File: src/rtl/uart_bank_pkg.sv
package uart_bank_pkg;
  // where an access lands after the mode-dependent remap
  typedef enum logic [1:0] {
    TGT_STD  = 2'd0,
    TGT_FEAT = 2'd1,
    TGT_BANK = 2'd2,
    TGT_NONE = 2'd3
  } tgt_e;

  localparam int LCR_OFFSET  = 3;
  localparam int FEAT_OFFSET = 2;
endpackage

File: src/rtl/uart_bank_decode.sv
module uart_bank_decode
  import uart_bank_pkg::*;
#(
  parameter int ADDR_W = 3,
  parameter int BANK_W = 2,
  parameter int SLOT_W = 2
) (
  input  logic [ADDR_W-1:0] addr,
  input  logic              unlocked,
  input  logic [BANK_W-1:0] bank,
  output tgt_e              tgt,
  output logic [SLOT_W-1:0] slot
);
  localparam logic [BANK_W-1:0] EMPTY_BANK = {BANK_W{1'b1}};

  assign slot = addr[SLOT_W-1:0];

  always_comb begin
    tgt = TGT_STD;
    if (unlocked) begin
      if (addr == ADDR_W'(FEAT_OFFSET)) begin
        tgt = TGT_FEAT;
      end else if (addr[ADDR_W-1]) begin
        tgt = (bank == EMPTY_BANK) ? TGT_NONE : TGT_BANK;
      end
    end
  end
endmodule

File: src/rtl/uart_std_regs.sv
module uart_std_regs
  import uart_bank_pkg::*;
#(
  parameter int ADDR_W = 3,
  parameter int DATA_W = 8
) (
  input  logic              clk,
  input  logic              rst,
  input  logic              wr_en,
  input  logic [ADDR_W-1:0] addr,
  input  logic [DATA_W-1:0] wdata,
  output logic [DATA_W-1:0] rdata,
  output logic [DATA_W-1:0] lcr
);
  localparam int NUM_OFFS = 1 << ADDR_W;

  logic [DATA_W-1:0] mem [NUM_OFFS];

  always_ff @(posedge clk) begin
    if (rst) begin
      for (int i = 0; i < NUM_OFFS; i++) mem[i] <= '0;
    end else if (wr_en) begin
      mem[addr] <= wdata;
    end
  end

  assign rdata = mem[addr];
  assign lcr   = mem[LCR_OFFSET];
endmodule

File: src/rtl/uart_ext_banks.sv
module uart_ext_banks #(
  parameter int          DATA_W       = 8,
  parameter int          BANK_W       = 2,
  parameter int          SLOT_W       = 2,
  parameter int          STORED_BANKS = 3,
  parameter int          ID_BANK      = 2,
  parameter int          ID_SLOT      = 1,
  parameter logic [7:0]  HW_ID        = 8'h5A
) (
  input  logic              clk,
  input  logic              rst,
  input  logic              wr_en,
  input  logic [BANK_W-1:0] bank,
  input  logic [SLOT_W-1:0] slot,
  input  logic [DATA_W-1:0] wdata,
  output logic [DATA_W-1:0] rdata
);
  localparam int NUM_BANKS = 1 << BANK_W;
  localparam int SLOTS     = 1 << SLOT_W;

  logic [NUM_BANKS-1:0][DATA_W-1:0] bank_rd;

  for (genvar b = 0; b < NUM_BANKS; b++) begin : g_bank
    if (b < STORED_BANKS) begin : g_store
      logic [DATA_W-1:0] cells [SLOTS];
      logic              hit;
      assign hit = wr_en && (bank == BANK_W'(b)) &&
                   !((b == ID_BANK) && (slot == SLOT_W'(ID_SLOT)));
      always_ff @(posedge clk) begin
        if (rst) begin
          for (int s = 0; s < SLOTS; s++) cells[s] <= '0;
        end else if (hit) begin
          cells[slot] <= wdata;
        end
      end
      if (b == ID_BANK) begin : g_id
        assign bank_rd[b] = (slot == SLOT_W'(ID_SLOT)) ? DATA_W'(HW_ID) : cells[slot];
      end else begin : g_plain
        assign bank_rd[b] = cells[slot];
      end
    end else begin : g_empty
      assign bank_rd[b] = '0;
    end
  end

  assign rdata = bank_rd[bank];
endmodule

File: src/rtl/uart_bank_regs.sv
module uart_bank_regs
  import uart_bank_pkg::*;
#(
  parameter int         ADDR_W       = 3,
  parameter int         DATA_W       = 8,
  parameter int         BANK_W       = 2,
  parameter int         STORED_BANKS = 3,
  parameter logic [7:0] UNLOCK_VAL   = 8'hBF,
  parameter logic [7:0] HW_ID        = 8'h5A
) (
  input  logic              clk,
  input  logic              rst,
  input  logic [ADDR_W-1:0] bus_addr,
  input  logic              bus_wr,
  input  logic              bus_rd,
  input  logic [DATA_W-1:0] bus_wdata,
  output logic [DATA_W-1:0] bus_rdata
);
  localparam int SLOT_W = ADDR_W - 1;

  tgt_e              tgt;
  logic [SLOT_W-1:0] slot;
  logic [DATA_W-1:0] lcr;
  logic [DATA_W-1:0] std_rd;
  logic [DATA_W-1:0] ext_rd;
  logic [DATA_W-1:0] feat_q;
  logic              unlocked;
  logic [BANK_W-1:0] bank_sel;

  assign unlocked = (lcr == DATA_W'(UNLOCK_VAL));
  assign bank_sel = feat_q[DATA_W-1 -: BANK_W];

  uart_bank_decode #(.ADDR_W(ADDR_W), .BANK_W(BANK_W), .SLOT_W(SLOT_W)) i_decode (
    .addr(bus_addr), .unlocked(unlocked), .bank(bank_sel), .tgt(tgt), .slot(slot)
  );

  uart_std_regs #(.ADDR_W(ADDR_W), .DATA_W(DATA_W)) i_std (
    .clk(clk), .rst(rst), .wr_en(bus_wr && (tgt == TGT_STD)),
    .addr(bus_addr), .wdata(bus_wdata), .rdata(std_rd), .lcr(lcr)
  );

  uart_ext_banks #(
    .DATA_W(DATA_W), .BANK_W(BANK_W), .SLOT_W(SLOT_W),
    .STORED_BANKS(STORED_BANKS), .HW_ID(HW_ID)
  ) i_ext (
    .clk(clk), .rst(rst), .wr_en(bus_wr && (tgt == TGT_BANK)),
    .bank(bank_sel), .slot(slot), .wdata(bus_wdata), .rdata(ext_rd)
  );

  always_ff @(posedge clk) begin
    if (rst) begin
      feat_q <= '0;
    end else if (bus_wr && (tgt == TGT_FEAT)) begin
      feat_q <= bus_wdata;
    end
  end

  always_ff @(posedge clk) begin
    if (rst) begin
      bus_rdata <= '0;
    end else if (bus_rd) begin
      unique case (tgt)
        TGT_STD:  bus_rdata <= std_rd;
        TGT_FEAT: bus_rdata <= feat_q;
        TGT_BANK: bus_rdata <= ext_rd;
        default:  bus_rdata <= '0;
      endcase
    end
  end
endmodule

File: config.mk
export PLATFORM = sky130hd
export DESIGN_NAME = uart_bank_regs
export DESIGN_NICKNAME = d
export VERILOG_FILES = /design/src/rtl/uart_bank_pkg.sv /design/src/rtl/uart_bank_decode.sv /design/src/rtl/uart_std_regs.sv /design/src/rtl/uart_ext_banks.sv /design/src/rtl/uart_bank_regs.sv
export SDC_FILE = /design/constraint.sdc
export NUM_CORES = 1
export LEC_CHECK = 0
export BUFFER_PORTS_ARGS = -buffer_cell sky130_fd_sc_hd__buf_2
export CORE_MARGIN = 5
export CORE_UTILIZATION = 40
export DETAILED_ROUTE_END_ITERATION = 7
export SLEW_MARGIN = 20
export SYNTH_ARGS = -nofsm -noshare
export SYNTH_HDL_FRONTEND = slang
export SYNTH_SLANG_ARGS = --single-unit
File: constraint.sdc
create_clock -name clk -period 2.5 [get_ports clk]
set_input_delay 0.375 -clock clk [delete_from_list [all_inputs] [get_ports clk]]
set_output_delay 0.375 -clock clk [all_outputs]
set_load 0.03 [all_outputs]
Word level (Yosys, flattened, before mapping). Memories as Yosys holds them, arrays and structs flattened. Index checks and enable logic that the tools add are counted.

Memories kept: 4. Memory bits (writable): 160. Output and inout port bits: 8. Bits of input ports: 15. Bits in registers: 16. Word-level logic and storage cells: 63.

Muxes and demuxes: 34. Magnitude comparators: 1. Equal/unequal tests: 8. Reduce and logical (&&, ||, !) cells: 14.

Memories: i_std.mem (words 8, width 8, rd ports 2, clocked after memory_dff 0, write ports 8, RTL line uart_std_regs.sv:17) `logic [DATA_W-1:0] mem [NUM_OFFS];`; i_ext.g_bank[0].g_store.cells (words 4, width 8, rd ports 1, clocked after memory_dff 0, write ports 4, RTL line uart_ext_banks.sv:25) `logic [DATA_W-1:0] cells [SLOTS];`; i_ext.g_bank[1].g_store.cells (words 4, width 8, rd ports 1, clocked after memory_dff 0, write ports 4, RTL line uart_ext_banks.sv:25); i_ext.g_bank[2].g_store.cells (words 4, width 8, rd ports 1, clocked after memory_dff 0, write ports 4, RTL line uart_ext_banks.sv:25).

Operators by type and width (number): two-way mux 8 bit (6); OR reduction 8 bit (4); case mux 8 bit (3 select lines) (1); two-way mux 1 bit (19); binary-select mux 8 bit (select 2 bit) (1); two-way mux 2 bit (6); equality test 8 bit, second input constant (1); logical AND 1 bit (7); equality test 2 x 1 -> 1 bit, second input constant (3); equality test 2 bit, second input constant (3); logical NOT 2 bit (2); equality test 3 x 2 -> 1 bit, second input constant (1); < comparator 2 x 3 -> 1 bit, second input constant (1); two-way mux 3 bit (1); logical NOT 1 bit (1).

Depth between registers and ports, before layout. Gate-level depths: netlist of the first run.

Word-level depth: 14. Mapped depth: 8.

By module. Synthesis of the first run repeated with hierarchy kept, for this count alone.

Cells, all modules: 591. Area, all modules: 8116.5 um^2.

Modules (own cells, without submodules): uart_ext_banks (area each 4212.8 um^2, cells an instance 292, instances 1, sequential area each 2642.5 um^2); uart_std_regs (area each 3027.9 um^2, cells an instance 198, instances 1, sequential area each 1921.8 um^2); uart_bank_regs (area each 833.3 um^2, cells an instance 96, instances 1, sequential area each 320.3 um^2); uart_bank_decode (area each 42.5 um^2, cells an instance 5, instances 1, sequential area each 0.0 um^2).

Least setup slack after synthesis of the first run. No wires, ideal clock.

Path kind: in2reg. From: input port bus_addr[2]. To: memory i_ext.g_bank[1].g_store.cells[0][0], enable pin. Path slack: 98 ps. Arrival time: 2018 ps. Stages on the path: 6. Path through: buf_4 inv_1 nor4_2 buf_4 nand3_1 o21ai_0.

RTL lines: from (decl) (RTL line uart_bank_regs.sv:13) `input logic [ADDR_W-1:0] bus_addr,`; to (decl) (RTL line uart_ext_banks.sv:25).

==> impl_results.md, run 1 <==
- Max Fclk: 473.3 MHz
- Clock latency reported for the late side of the worst-skew pair: 440 ps
- Most frequent cell on the critical path: sky130_fd_sc_hd__buf_4
- Hold Path Class: in2reg
- Root cell of the clock tree: sky130_fd_sc_hd__clkbuf_16
- Number of synthesis warnings: 0
- Final Skew: 8.442 ps
- Minimum period implied by the final worst setup slack: 2113 ps
- Number of cells produced by synthesis: 585
- Ratio of cells with drive above 1 in the final layout: 21.42%
- Floorplan row count: 51
- Synth area leader: sky130_fd_sc_hd__edfxtp_1
- Worst slew pin tran: 753.4 ps
- Portion of synthesized cell area occupied by the leading cell type: 57.43%
- Number of nets in the layout: 637
- TritonCTS clock tree: done
- Status: finished, final reports clean
- Synthesized area divided by synthesized cell count: 13.59 um^2
- Final setup viols: 0
- Post-route clock period utilization: 84.52%
- Chip Height: 151.0 um
- Post-Synthesis Cell Area: 7948 um^2
- Via count of the first global-routing pass: 4982
- Power density relative to cell area: 696.9 nW/um^2
- Total number of vias: 4993
- Post-synthesis net count: 600
- Initial antenna violation count: 0
- Largest cells by area after synthesis: sky130_fd_sc_hd__edfxtp_1 (57%), sky130_fd_sc_hd__and2_1 (8.3%), sky130_fd_sc_hd__mux4_2 (4.5%)
- Main flop type after synthesis: sky130_fd_sc_hd__edfxtp_1
- Routed wire length: 20100 um
- Leakage: 3.257 nW
- Post-route DRC violation count: 0
- CTS H-Tree Depth: 4
- Setup total negative slack: 0 ps
- Critical path arrival: 2250 ps
- Sequential share of the synthesized area: 61.46%
- WS Path Type: reg2reg
- Final hold viol count: 0
- Final setup slack of the worst path: 387.1 ps
- Clock input transition at the sequential cells of the worst setup and hold paths: 70 ps
- Top-count cell post-synth: sky130_fd_sc_hd__edfxtp_1
- Global-route wire length before repair: 31100 um
- Number of max-cap violations: 0
- Final antenna-violating net count: 0
- Area of the core: 19530 um^2
- Overall overflow remaining after global route: 0
- Starting utilization of the core area: 40.70%
- CTS Sinks: 168
- I/O pin cnt: 23
- Largest stage delay on the critical path: 430 ps
- IO buf count: 22
- CP Capture Type: flop
- Vias per Instance: 5.548
- Initial DRC count: 529
- Final Max Slew Viols: 0
- Clock Path Buffers: 2
- Critical-path cell with the highest stage delay: sky130_fd_sc_hd__edfxtp_1
- WL/cell: 22.33 um
- Number of fill cells in the layout: 1753
- Cell variety after synth: 47
- Total iterations of the first detailed-routing run: 6
- Area growth syn-to-layout: 13.54%
- Antenna cells: 0
- Total of flip-flops plus latches after synthesis: 168
- Worst Path Max Fanout: 13
- Setup repair after global routing missed its margin: no
- Count of flip-flops with a built-in enable after synthesis: 152
- Fraction of registers with async set/reset: 0%
- Post-CTS Hold Buffers: 0
- Cell-by-cell listing of the critical path: nand4b_4 > nor4_2 > buf_4 > nand3_1 > o21ai_0 > buf_4
- Post-cts gate resize count: 0
- X dimension of the die: 151.0 um
- HPWL reported at the end of detailed placement: 14220 um
- CP startpoint kind: flop
- Pre-CTS setup slack: 255.9 ps
- Clock buffer count from CTS: 17
- Largest vdd supply drop: 0.4529 mV
- Top post-synthesis cells by count: sky130_fd_sc_hd__edfxtp_1 (152), sky130_fd_sc_hd__and2_1 (105), sky130_fd_sc_hd__nor2_1 (64), sky130_fd_sc_hd__nand2_1 (31), sky130_fd_sc_hd__clkbuf_1 (19)
- Endpoint required time on the critical path: 2630 ps
- Final Wtd Congestion: 0.8440
- Area of the die: 22790 um^2
- Number of setup buffers added after CTS: 0
- Total routing usage reported by global routing: 18.70%
- Remaining max-slew budget at the tightest pin: 49.44%
- Maximum number of pins on one net before global-route repair: 25
logic make-up (layout without fill, tap and decap cells):
| logic type | Yosys count | after routing | share of synthesized area, % |
|---|---|---|---|
| and+or+nand+nor | 261 | 261 | 18.40 |
| DFF | 168 | 168 | 61.46 |
| AOI/OAI and AO/OA | 58 | 58 | 5.258 |
| muxes | 58 | 58 | 12.12 |
| buffers and inverters | 40 | 90 | 2.755 |
worst paths after layout:
kind | start | to | slack [ps] | depth (start not counted)
setup / recovery | i_std.mem[3][6] | i_ext.g_bank[1].g_store.cells[3][3] | 390 | 6
hold reg to reg | feat_q[4] | feat_q[4] | 470 | 2
hold / removal | bus_wdata[7] | feat_q[7] | 390 | 3
setup reg to reg | i_std.mem[3][6] | i_ext.g_bank[1].g_store.cells[3][3] | 390 | 6
worst max-delay path: cells and delay by family, from the launching register on:
family	cells	cell delay, ps
flops	1	430
buf+inv	2	490
simple gates	3	690
compound gates	1	200
cell usage in the layout (no fill, tap or decap), types with 6 or more instances in the layout:
cell type	synthesis	routed
sky130_fd_sc_hd__mux4_1	10	10
sky130_fd_sc_hd__nor2_1	64	64
sky130_fd_sc_hd__mux2_2	16	16
sky130_fd_sc_hd__or2_2	6	6
sky130_fd_sc_hd__a22oi_1	12	12
sky130_fd_sc_hd__buf_2	5	22
sky130_fd_sc_hd__and2_1	105	105
sky130_fd_sc_hd__nand3_1	18	18
sky130_fd_sc_hd__nor2b_1	9	9
sky130_fd_sc_hd__nand2_1	31	31
sky130_fd_sc_hd__clkbuf_16	0	17
sky130_fd_sc_hd__buf_4	7	32
sky130_fd_sc_hd__o21ai_0	10	8
sky130_fd_sc_hd__a211oi_1	6	6
sky130_fd_sc_hd__mux4_2	16	16
sky130_fd_sc_hd__a21oi_1	10	10
sky130_fd_sc_hd__dfxtp_1	16	16
sky130_fd_sc_hd__edfxtp_1	152	152
sky130_fd_sc_hd__mux2i_1	16	16
final cells by class:
| type | count | area (um^2) | area share, % |
|---|---|---|---|
| timing repair buffer | 55 | 370.4 | 4.104 |
| inverter | 3 | 11.26 | 0.1248 |
| clock buffer | 17 | 425.4 | 4.714 |
| sequential | 168 | 4885 | 54.13 |
| tap | 265 | 331.6 | 3.674 |
| clock inverter | 15 | 156.4 | 1.733 |
| multi-input combinational | 377 | 2844 | 31.52 |
power by group:
| part | internal [mW] | switching, mW | total, mW |
|---|---|---|---|
| combinational | 0.186 | 0.306 | 0.492 |
| clock | 1.34 | 1.23 | 2.57 |
| sequential | 3.17 | 0.0521 | 3.23 |
| total | 4.70 | 1.59 | 6.29 |
state kept, by name, indices dropped and copies added (netlist names):
register	count
i_ext.g_bank.g_store.cells	88
i_std.mem	64
bus_rdata	8
feat_q	8
metrics by stage:
| stage | total power, mW | hold WS, ps | util [%] | cells | cell area, um^2 |
|---|---|---|---|---|---|
| 2_1_floorplan | 3.579 | 431.7 | - | 585 | 7948 |
| 3_3_place_gp | 3.769 | 446.5 | 43.23 | 868 | 8442 |
| 3_5_place_dp | 3.778 | 450.9 | 43.23 | 868 | 8442 |
| 4_1_cts | 6.324 | 378.8 | 46.21 | 900 | 9024 |
| 5_1_grt | 6.489 | 425.3 | 46.21 | 900 | 9024 |
| 6_report | 6.288 | 387.4 | 46.21 | 900 | 9024 |
metal layers:
layer	vias up	global-route usage, %	routed length (um)	part of all wire, %
li1	2253	-	-	-
met1	2487	26.26	8955	45
met2	225	28.82	9198	46
met3	28	4.817	1544	7.7
met4	0	5.440	401	2.0
met5	-	0	0	0
Power figures use the tool's default switching activity.
==> run 2: changes to the inputs <==
--- a/config.mk
+++ b/config.mk
@@ -5,6 +5,7 @@
 export SDC_FILE = /design/constraint.sdc
 export NUM_CORES = 1
 export LEC_CHECK = 0
+export ABC_AREA = 1
 export BUFFER_PORTS_ARGS = -buffer_cell sky130_fd_sc_hd__buf_2
 export CORE_MARGIN = 5
 export CORE_UTILIZATION = 40
==> constraint.sdc (replaced) <==
create_clock -name clk -period 1.7 [get_ports clk]
set_input_delay 0.255 -clock clk [delete_from_list [all_inputs] [get_ports clk]]
set_output_delay 0.255 -clock clk [all_outputs]
set_load 0.03 [all_outputs]
==> run 2 against run 1 <==
Effect of this change:
- non-clock buffer count grew 64
- first-iteration DRC count is 7.8% higher
- core utilization grew 4.4 points
- highest routed layer unchanged
- largest cell class unchanged
==> impl_results.md, run 2 <==
- Max Fclk: 589.0 MHz
- Final standard cell utilization of the core: 50.65%
- Startpoint of the worst-slack reg-to-reg timing path: i_std.mem[3][6]
- Cell variety after synth: 22
- Area growth syn-to-layout: 24.18%
- Top-count cell post-synth: sky130_fd_sc_hd__nand2_1
- TritonCTS clock tree: done
- CTS Sinks: 170
- Register-to-register path setup slack: 2 ps
- Largest register by flop count: i_ext.g_bank.g_store.cells
- Most frequent cells in the layout: sky130_fd_sc_hd__nand2_1 (226), sky130_fd_sc_hd__nor2_1 (204), sky130_fd_sc_hd__edfxtp_1 (154)
- Final Wtd Congestion: 0.8547
- Status: finished, final reports clean
- Top post-synthesis cells by count: sky130_fd_sc_hd__nand2_1 (256), sky130_fd_sc_hd__nor2_1 (213), sky130_fd_sc_hd__edfxtp_1 (154), sky130_fd_sc_hd__inv_1 (80), sky130_fd_sc_hd__nand3_1 (59)
- Largest vdd supply drop: 0.7273 mV
- Synthesized area divided by synthesized cell count: 8.868 um^2
- WS Path Type: reg2reg
- Total of flip-flops plus latches after synthesis: 170
- Leakage: 4.387 nW
- Antenna cells: 0
- Chip Height: 151.3 um
- Total routing usage reported by global routing: 18.86%
- Maximum number of pins on one net before global-route repair: 24
- Number of cells produced by synthesis: 901
- X dimension of the die: 151.3 um
- Number of nets in the layout: 1019
- HPWL reported at the end of detailed placement: 14580 um
- Initial antenna violation count: 0
- Area of the die: 22900 um^2
- Count of flip-flops with a built-in enable after synthesis: 154
- Final Skew: 10.09 ps
- IO buf count: 22
- Minimum period implied by the final worst setup slack: 1698 ps
- CP Capture Type: flop
- Hold Path Class: in2reg
- Clock Path Buffers: 2
- Worst Path Max Fanout: 5
- Endpoint required time on the critical path: 1850 ps
- Total number of vias: 6205
- Most common cell after layout, fill and taps aside: sky130_fd_sc_hd__nand2_1
- Clock buffer count from CTS: 17
- Clock input transition at the sequential cells of the worst setup and hold paths: 70 ps
- Number of max-cap violations: 0
- Final setup slack of the worst path: 2.251 ps
- Post-CTS Hold Buffers: 0
- Vias per Instance: 4.840
- Pre-CTS setup slack: -107.2 ps
- Destination of the worst register-to-register timing path: i_ext.g_bank[2].g_store.cells[2][5]
- Ratio of cells with drive above 1 in the final layout: 23.40%
- WL/cell: 15.84 um
- Starting utilization of the core area: 40.79%
- Number of fill cells in the layout: 1833
- Largest cells by area after synthesis: sky130_fd_sc_hd__edfxtp_1 (58%), sky130_fd_sc_hd__nand2_1 (12%), sky130_fd_sc_hd__nor2_1 (10%)
- Post-route DRC violation count: 0
- Total iterations of the first detailed-routing run: 6
- Synth area leader: sky130_fd_sc_hd__edfxtp_1
- Portion of synthesized cell area occupied by the leading cell type: 57.88%
- Crit path capture: i_ext.g_bank[2].g_store.cells[2][5]
- I/O pin cnt: 23
- Hold path cells: 3
- Final Max Slew Viols: 0
- Initial DRC count: 570
- Worst Hold Margin: 149.6 ps
- Main flop type after synthesis: sky130_fd_sc_hd__edfxtp_1
- Final hold viol count: 0
- Final setup viols: 0
- Floorplan row count: 51
- Largest registers: i_ext.g_bank.g_store.cells x90, i_std.mem x64
- Power density relative to cell area: 941.0 nW/um^2
- Path depth of the worst reg2reg path: 10
- Routed wire length: 20300 um
- Area of the core: 19590 um^2
- Launching element of the worst setup path: i_std.mem[3][6]
- CTS H-Tree Depth: 4
- CP startpoint kind: flop
- Number of flip-flops under the largest register name: 90
- Global-route wire length before repair: 32270 um
- Number of synthesis warnings: 0
- Root cell of the clock tree: sky130_fd_sc_hd__clkbuf_16
- Final antenna-violating net count: 0
- Fraction of registers with async set/reset: 0%
- Overall overflow remaining after global route: 0
- Setup repair after global routing missed its margin: yes
- Post-route clock period utilization: 99.87%
- Sequential share of the synthesized area: 61.89%
- Setup total negative slack: 0 ps
- Critical path arrival: 1850 ps
- Via count of the first global-routing pass: 6030
- Post-Synthesis Cell Area: 7990 um^2
- Clock latency reported for the late side of the worst-skew pair: 440 ps
[run 2: metrics by stage]
stage | total power, mW | instance area (um^2) | cells
after floorplan | 5.356 | 8031 | 902
after CTS | 9.350 | 9742 | 1281
after detailed placement | 5.775 | 9110 | 1248
final | 9.337 | 9922 | 1282
after global placement | 5.765 | 9110 | 1248
after global routing | 9.688 | 9922 | 1282
[run 2: worst min-delay path by stage]
| stage | start | to | slack [ps] |
|---|---|---|---|
| 6_report | bus_rd | bus_rdata[7] | 150 |
| 5_1_grt | bus_rd | bus_rdata[1] | 170 |
| 4_1_cts | bus_rd | bus_rdata[6] | 140 |
| 3_5_place_dp | feat_q[5] | feat_q[5] | 440 |
| 3_3_place_gp | feat_q[3] | feat_q[3] | 440 |
| 2_1_floorplan | feat_q[1] | feat_q[1] | 420 |
[run 2: kinds of logic (layout without fill, tap and decap cells)]
group	Yosys count	after routing	synth area share, %
DFF	170	170	61.89
other	1	2	0.04693
and+or+nand+nor	565	565	29.20
buffers and inverters	121	236	6.060
AOI/OAI and AO/OA	44	44	2.803
[run 2: what timing repair did]
action,CTS,global route
pin swaps,2,9
endpoints found under the hold margin,0,0
setup endpoints to repair,122,306
gates resized for setup,21,55
buffers inserted,1,1
[run 2: critical path, cell delays in order, from the launching register on]
cell and delay, ps:
sky130_fd_sc_hd__edfxtp_1 400, sky130_fd_sc_hd__inv_2 80, sky130_fd_sc_hd__nand2_2 60, sky130_fd_sc_hd__nor2_4 120, sky130_fd_sc_hd__nand3_4 80, sky130_fd_sc_hd__inv_4 70
sky130_fd_sc_hd__nand2_4 60, sky130_fd_sc_hd__inv_8 80, sky130_fd_sc_hd__nand3_4 120, sky130_fd_sc_hd__o21ai_2 190, sky130_fd_sc_hd__buf_4 160
[run 2: area by class of cell]
type	instances	area [um^2]	area share [%]
sequential	170	4945	49.84
timing repair buffer	119	970.9	9.786
clock inverter	14	112.6	1.135
inverter	85	331.6	3.342
clock buffer	18	429.2	4.325
multi-input combinational	611	2801	28.23
tap	265	331.6	3.342
[run 2: power by group]
part	switching (mW)	internal (mW)	leakage [nW]
clock	1.70	1.90	0.263
sequential	0.0581	4.73	1.67
combinational	0.624	0.319	2.45
[run 2: metal layers]
layer  global-route usage [%]  share of wire [%]  vias to the layer above
met3                    3.531                4.4                       26
met2                    28.94                 47                      155
met4                    5.802                2.0                        0
met1                    27.22                 47                     2925
li1                         -                  -                     3099
met5                        0                  0                        -
